## config.mk

```make
export PLATFORM = sky130hd
export DESIGN_NAME = bcd_calendar_chain
export DESIGN_NICKNAME = d
export VERILOG_FILES = /design/src/rtl/cal_pkg.sv /design/src/rtl/cal_bcd_pair.sv /design/src/rtl/cal_month_len.sv /design/src/rtl/bcd_calendar_chain.sv
export SDC_FILE = /design/constraint.sdc
export NUM_CORES = 1
export LEC_CHECK = 0
export ABC_AREA = 1
export BUFFER_PORTS_ARGS = -buffer_cell sky130_fd_sc_hd__buf_4
export CORE_MARGIN = 4
export CORE_UTILIZATION = 53
export CTS_BUF_LIST = sky130_fd_sc_hd__clkbuf_16
export DETAILED_ROUTE_END_ITERATION = 16
export MAX_ROUTING_LAYER = met4
export PLACE_DENSITY = 0.89
export SLEW_MARGIN = 10
export SYNTH_ARGS = -nofsm -noshare
export SYNTH_HDL_FRONTEND = slang
export SYNTH_SLANG_ARGS = --single-unit
```

## constraint.sdc

```tcl
create_clock -name clk -period 2.3 [get_ports clk]
set_input_delay 0.23 -clock clk [delete_from_list [all_inputs] [get_ports clk]]
set_output_delay 0.23 -clock clk [all_outputs]
set_load 0.1 [all_outputs]
```

## src/rtl/cal_pkg.sv

```systemverilog
// Package: shared widths, field indices and BCD helpers for the calendar chain.
// Assumes packed BCD bytes; values are not range-checked anywhere.
package cal_pkg;
    localparam int BCD_W    = 8;
    localparam int NFIELDS  = 8;

    // Field index order: lowest-order counter first.
    localparam int F_SEC   = 0;
    localparam int F_MIN   = 1;
    localparam int F_HOUR  = 2;
    localparam int F_DOW   = 3;
    localparam int F_DATE  = 4;
    localparam int F_MONTH = 5;
    localparam int F_YEAR  = 6;
    localparam int F_CENT  = 7;

    typedef logic [BCD_W-1:0] bcd_t;

    // Wrap-to value for each field (index 7 written first).
    localparam logic [NFIELDS-1:0][BCD_W-1:0] FIELD_FIRST =
        {8'h00, 8'h00, 8'h01, 8'h01, 8'h01, 8'h00, 8'h00, 8'h00};

    // Fixed last value for each field; the date entry is replaced at run time.
    localparam logic [NFIELDS-1:0][BCD_W-1:0] FIELD_LAST =
        {8'h39, 8'h99, 8'h12, 8'h31, 8'h07, 8'h23, 8'h59, 8'h59};

    // Index of the field whose carry advances field g (sec has none).
    function automatic int carry_src(input int g);
        case (g)
            F_DOW, F_DATE: carry_src = F_HOUR;
            F_MONTH:       carry_src = F_DATE;
            default:       carry_src = g - 1;
        endcase
    endfunction

    // Add one to a two-digit packed BCD value.
    function automatic bcd_t bcd_inc(input bcd_t v);
        if (v[3:0] == 4'd9) bcd_inc = {v[7:4] + 4'd1, 4'd0};
        else                bcd_inc = {v[7:4], v[3:0] + 4'd1};
    endfunction

    // True when a two-digit BCD value is a multiple of four.
    function automatic logic bcd_div4(input bcd_t v);
        if (v[4] == 1'b0) bcd_div4 = (v[3:0] == 4'd0) || (v[3:0] == 4'd4) || (v[3:0] == 4'd8);
        else              bcd_div4 = (v[3:0] == 4'd2) || (v[3:0] == 4'd6);
    endfunction
endpackage

```

## src/rtl/cal_bcd_pair.sv

```systemverilog
// Module: one two-digit BCD counter stage of the chain.
// Counts up on adv, wraps from last_val to FIRST and flags the wrap on carry.
// A load takes priority over counting. Assumes valid BCD contents.
module cal_bcd_pair
    import cal_pkg::*;
#(
    parameter bcd_t FIRST = 8'h00
) (
    input  logic clk,
    input  logic rst_n,
    input  logic adv,
    input  bcd_t last_val,
    input  logic ld,
    input  bcd_t ld_val,
    output bcd_t val,
    output logic carry
);
    // Wrap indication passed to the next stage.
    always_comb carry = adv && (val == last_val);

    // Counter register: reset, load, or advance.
    always_ff @(posedge clk) begin
        if (!rst_n)       val <= FIRST;
        else if (ld)      val <= ld_val;
        else if (adv)     val <= carry ? FIRST : bcd_inc(val);
    end
endmodule

```

## src/rtl/cal_month_len.sv

```systemverilog
// Module: last valid day of the current month, in BCD.
// FULL_LEAP=1 applies the full four-digit leap rule using the century;
// FULL_LEAP=0 uses divisibility of the two-digit year by four only.
module cal_month_len
    import cal_pkg::*;
#(
    parameter bit FULL_LEAP = 1'b1
) (
    input  bcd_t month,
    input  bcd_t year,
    input  bcd_t cent,
    output bcd_t last_day
);
    logic leap;

    // Leap-year decision, variant chosen by parameter.
    generate
        if (FULL_LEAP) begin : g_full
            always_comb leap = (year == 8'h00) ? bcd_div4(cent) : bcd_div4(year);
        end else begin : g_simple
            logic unused_cent;
            always_comb unused_cent = ^cent;
            always_comb leap = bcd_div4(year);
        end
    endgenerate

    // Month-length lookup.
    always_comb begin
        case (month)
            8'h02:                      last_day = leap ? 8'h29 : 8'h28;
            8'h04, 8'h06, 8'h09, 8'h11: last_day = 8'h30;
            default:                    last_day = 8'h31;
        endcase
    end
endmodule

```

## src/rtl/bcd_calendar_chain.sv

```systemverilog
// Module: top of the BCD time/date cascade.
// A gated tick advances seconds; each stage's wrap advances the next.
// Day of week and date both step on the hour wrap; a load replaces all
// fields in one cycle and suppresses the tick of that cycle.
module bcd_calendar_chain
    import cal_pkg::*;
#(
    parameter bit FULL_LEAP = 1'b1
) (
    input  logic       clk,
    input  logic       rst_n,
    input  logic       tick_1hz,
    input  logic       halt,
    input  logic       load_en,
    input  logic [7:0] ld_sec,
    input  logic [7:0] ld_min,
    input  logic [7:0] ld_hour,
    input  logic [7:0] ld_dow,
    input  logic [7:0] ld_date,
    input  logic [7:0] ld_month,
    input  logic [7:0] ld_year,
    input  logic [7:0] ld_cent,
    output logic [7:0] sec,
    output logic [7:0] min,
    output logic [7:0] hour,
    output logic [7:0] dow,
    output logic [7:0] date,
    output logic [7:0] month,
    output logic [7:0] year,
    output logic [7:0] cent
);
    bcd_t               ld_arr   [NFIELDS];
    bcd_t               val_arr  [NFIELDS];
    bcd_t               last_arr [NFIELDS];
    logic [NFIELDS-1:0] adv_v;
    logic [NFIELDS-1:0] carry_v;
    logic               step;
    bcd_t               date_last;

    // Accepted tick: load and halt both block it.
    always_comb step = tick_1hz && !halt && !load_en;

    // Gather load inputs into field order.
    always_comb begin
        ld_arr[F_SEC]   = ld_sec;
        ld_arr[F_MIN]   = ld_min;
        ld_arr[F_HOUR]  = ld_hour;
        ld_arr[F_DOW]   = ld_dow;
        ld_arr[F_DATE]  = ld_date;
        ld_arr[F_MONTH] = ld_month;
        ld_arr[F_YEAR]  = ld_year;
        ld_arr[F_CENT]  = ld_cent;
    end

    cal_month_len #(.FULL_LEAP(FULL_LEAP)) u_mlen (
        .month    (val_arr[F_MONTH]),
        .year     (val_arr[F_YEAR]),
        .cent     (val_arr[F_CENT]),
        .last_day (date_last)
    );

    generate
        for (genvar g = 0; g < NFIELDS; g++) begin : g_stage
            // Advance source for this stage.
            if (g == F_SEC) begin : g_src_tick
                always_comb adv_v[g] = step;
            end else begin : g_src_carry
                always_comb adv_v[g] = carry_v[carry_src(g)];
            end
            // Wrap point: fixed, or month length for the date.
            if (g == F_DATE) begin : g_last_dyn
                always_comb last_arr[g] = date_last;
            end else begin : g_last_fix
                always_comb last_arr[g] = FIELD_LAST[g];
            end
            cal_bcd_pair #(.FIRST(FIELD_FIRST[g])) u_ctr (
                .clk      (clk),
                .rst_n    (rst_n),
                .adv      (adv_v[g]),
                .last_val (last_arr[g]),
                .ld       (load_en),
                .ld_val   (ld_arr[g]),
                .val      (val_arr[g]),
                .carry    (carry_v[g])
            );
        end
    endgenerate

    // Present the counters on the output ports.
    always_comb begin
        sec   = val_arr[F_SEC];
        min   = val_arr[F_MIN];
        hour  = val_arr[F_HOUR];
        dow   = val_arr[F_DOW];
        date  = val_arr[F_DATE];
        month = val_arr[F_MONTH];
        year  = val_arr[F_YEAR];
        cent  = val_arr[F_CENT];
    end
endmodule

```

==> flow_metrics.py <==
metrics = {
    "run_status": {
        "outcome": "complete, no violations",
    },
    "final_layout": {
        "syn_to_final_growth_pct": 36.4,
        "num_antenna_cells": 0,
        "top_regs": "g_stage.u_ctr.val: 64 flops",
        "final_cell_mix": "nand2_1, buf_4, inv_1",
        "top_register": "g_stage.u_ctr.val",
        "fin_area_um2": 6110,
        "largest_reg_flops": 64,
        "fin_util_pct": 74.4,
        "n_fill_cell": 650,
        "layout.cells.most_common": "nand2_1",
        "final_cells": 939,
        "drive_gt1_share_pct": 32.3,
        "final_nets": 925,
    },
    "grt": {
        "grt_pass1_wl_mm": 20.8,
        "grt.overflow.total": 0,
        "grt_pass1_vias": 4739,
        "grt_antenna_before_repair": 0,
        "grt_max_degree": 54,
        "grt_usage_pct": 25.9,
    },
    "floorplan": {
        "rows": 33,
        "start_util_pct": 54.5,
        "dieHeight_um": 100,
        "num_io_pins": 133,
        "die_x_um": 100,
        "coreArea_um2": 8220,
        "die_area_um2": 9990,
    },
    "synthesis": {
        "synth-seq-area-share_pct": 28.6,
        "synth_edf_count": 0,
        "syn_nets": 784,
        "synth-main-ff-cell": "dfxtp_1",
        "syn_avg_cell_area_um2": 6.50,
        "netlist_area_um2": 4480,
        "synthArstFlopShare_pct": 0,
        "synthCells": 689,
        "ys.warnings.count": 0,
        "ys_seq_elements": 64,
        "synth_cell_types": 43,
    },
    "place": {
        "dp_hpwl_mm": 9.68,
        "placed_cell_area_um2": 5610,
        "port_buffers": 132,
        "globalplace.congestion": 0.919,
        "placed_cells": 912,
    },
    "sta": {
        "whs_ps": 150,
        "drv_slew": 0,
        "skew_ps": 10.2,
        "fin_crit_ps": 2190,
        "finalHoldViolCount": 0,
        "period_share_pct": 95.2,
        "rsz0062_at_grt": "yes",
        "worst_pin_slew_ps": 720,
        "fmax_mhz": 457,
        "setup_viol": 0,
        "timing.slew.headroom_pct": 51.9,
    },
    "critical_path": {
        "start_kind": "flip-flop",
        "crit_family": "simple AND/OR/NAND/NOR gates",
        "critical_path.startpoint": "g_stage[0].u_ctr.val[5]",
        "timing.critical_path.fanout_max": 7,
        "reg2reg_from": "g_stage[0].u_ctr.val[5]",
        "cpMostUsedCell": "nand3_2",
        "cp.required_ps": 2510,
        "crit_path_top_delay_cell": "dfxtp_4",
        "max_stage_delay_ps": 360,
        "path_class": "flip-flop to flip-flop",
        "end_kind": "flip-flop",
        "worstPathArrival_ps": 2400,
        "path_cells": "inv_4 > ha_4 > nand2_1 > nor2_2 > nand3_2 > nor3_4 > nand3_2 > a21oi_2 > nand4_4 > nand2_8 > nand3_2 > nor2_2 > nor2_1",
        "critical_path_buf_inv_count": 1,
    },
    "clock_network": {
        "clk_latency_ps": 320,
        "cts.path.max_buffers": 2,
        "h-tree-depth": 3,
        "clockRootBuffer": "clkbuf_16",
        "cts_tree": "yes",
        "path_clk_slew_ps": 60,
        "clock_sinks": 64,
        "numCtsBuffers": 9,
        "ctsHoldBuffers": 0,
    },
    "power": {
        "powerDensity_nw_per_um2": 619,
        "power_w": 0.00378,
        "leakage_nw": 2.94,
        "ir_worst_vdd_mv": 0.394,
    },
    "route": {
        "drtIter0Drc": 254,
        "ant_nets": 0,
        "vias": 5046,
        "drtPass1Iterations": 5,
        "routed_wl_mm": 13.1,
        "wl_per_cell_um": 14.0,
        "drc": 0,
        "vias_per_cell": 5.37,
    },
    "job": {
        "cap_violations": 0,
    },
    "worst_hold_path": {
        "min_from": "ld_dow[0]",
        "hold_class": "input pin to flip-flop",
    },
}
==> per-stage QoR <==
stage          worst slack, ps  setup TNS (ps)
2_1_floorplan             2.64               0
3_3_place_gp              90.5               0
3_5_place_dp              51.6               0
4_1_cts                   32.2               0
5_1_grt                 -0.976          -0.976
6_report                   109               0
==> worst register-to-register path: cells and delay by family, from the launching register on <==
kind / cells / cell delay, ps
and+or+nand+nor: 10 / 1360
adders and majority gates: 1 / 130
DFF: 1 / 360
AOI/OAI and AO/OA: 1 / 180
buffers and inverters: 1 / 60
==> final cells by class <==
class / count / area (µm²) / share of cell area [%]
multi-input cells: 514 / 2890 / 47.3
flip-flops and latches: 64 / 1360 / 22.3
repair buffers: 150 / 1130 / 18.5
inverters: 91 / 347 / 5.67
clock buffers: 9 / 225 / 3.68
well taps: 105 / 131 / 2.15
clock inverters: 6 / 30.0 / 0.491
==> Yosys cell counts, drive strengths merged, types with 5 or more instances <==
cell,number,area share [%]
a31oi,16,2.2
or2,5,0.70
xnor2,8,1.6
xor2,12,2.3
nor2,70,6.4
a21oi,55,6.2
nand2,168,15
ha,26,7.3
nand3,64,7.9
nand4,6,1.2
dfxtp,64,29
inv,89,7.5
clkbuf,9,0.98
o21ai,52,5.9
nand3b,5,0.84
buf,12,1.6
nor3,14,1.8
==> path summary, 6_finish.rpt <==
path | to | slack, ps | depth (start not counted)
hold reg to reg | g_stage[5].u_ctr.val[7] | 500 | 2
setup reg to reg | g_stage[7].u_ctr.val[4] | 110 | 13
setup / recovery | g_stage[7].u_ctr.val[4] | 110 | 13
hold / removal | g_stage[3].u_ctr.val[0] | 150 | 3
==> layer usage <==
metal	part of all wire, %	up-vias	GRT usage [%]
li1	-	2537	-
met1	40	2301	29.2
met2	51	183	45.8
met3	8.1	25	6.88
met4	1.2	0	5.88
met5	0	-	-
==> timing repair <==
action	CTS	global route
resized for setup	0	40
endpoints found under the setup margin	0	42
buffers inserted	0	11
hold endpoints to repair	0	0
==> where the power goes <==
group / internal [W] / leakage, nW / switching (W)
Combinational: 0.000360 / 2.26 / 0.000934
Clock: 0.000708 / 0.130 / 0.000471
Sequential: 0.00120 / 0.547 / 0.000112
==> cells by family (layout without fill, tap and decap cells) <==
family | Yosys count | in the layout | synth area share, %
flip-flops | 64 | 64 | 28.6
AO/OA/AOI/OAI | 134 | 134 | 16.4
buffers and inverters | 112 | 256 | 10.2
AND/OR/NAND/NOR | 333 | 334 | 33.6
XOR/XNOR | 20 | 20 | 3.91
adder cells (fa/ha/maj) | 26 | 26 | 7.26
Note: power is estimated with default switching activity, not from simulation.
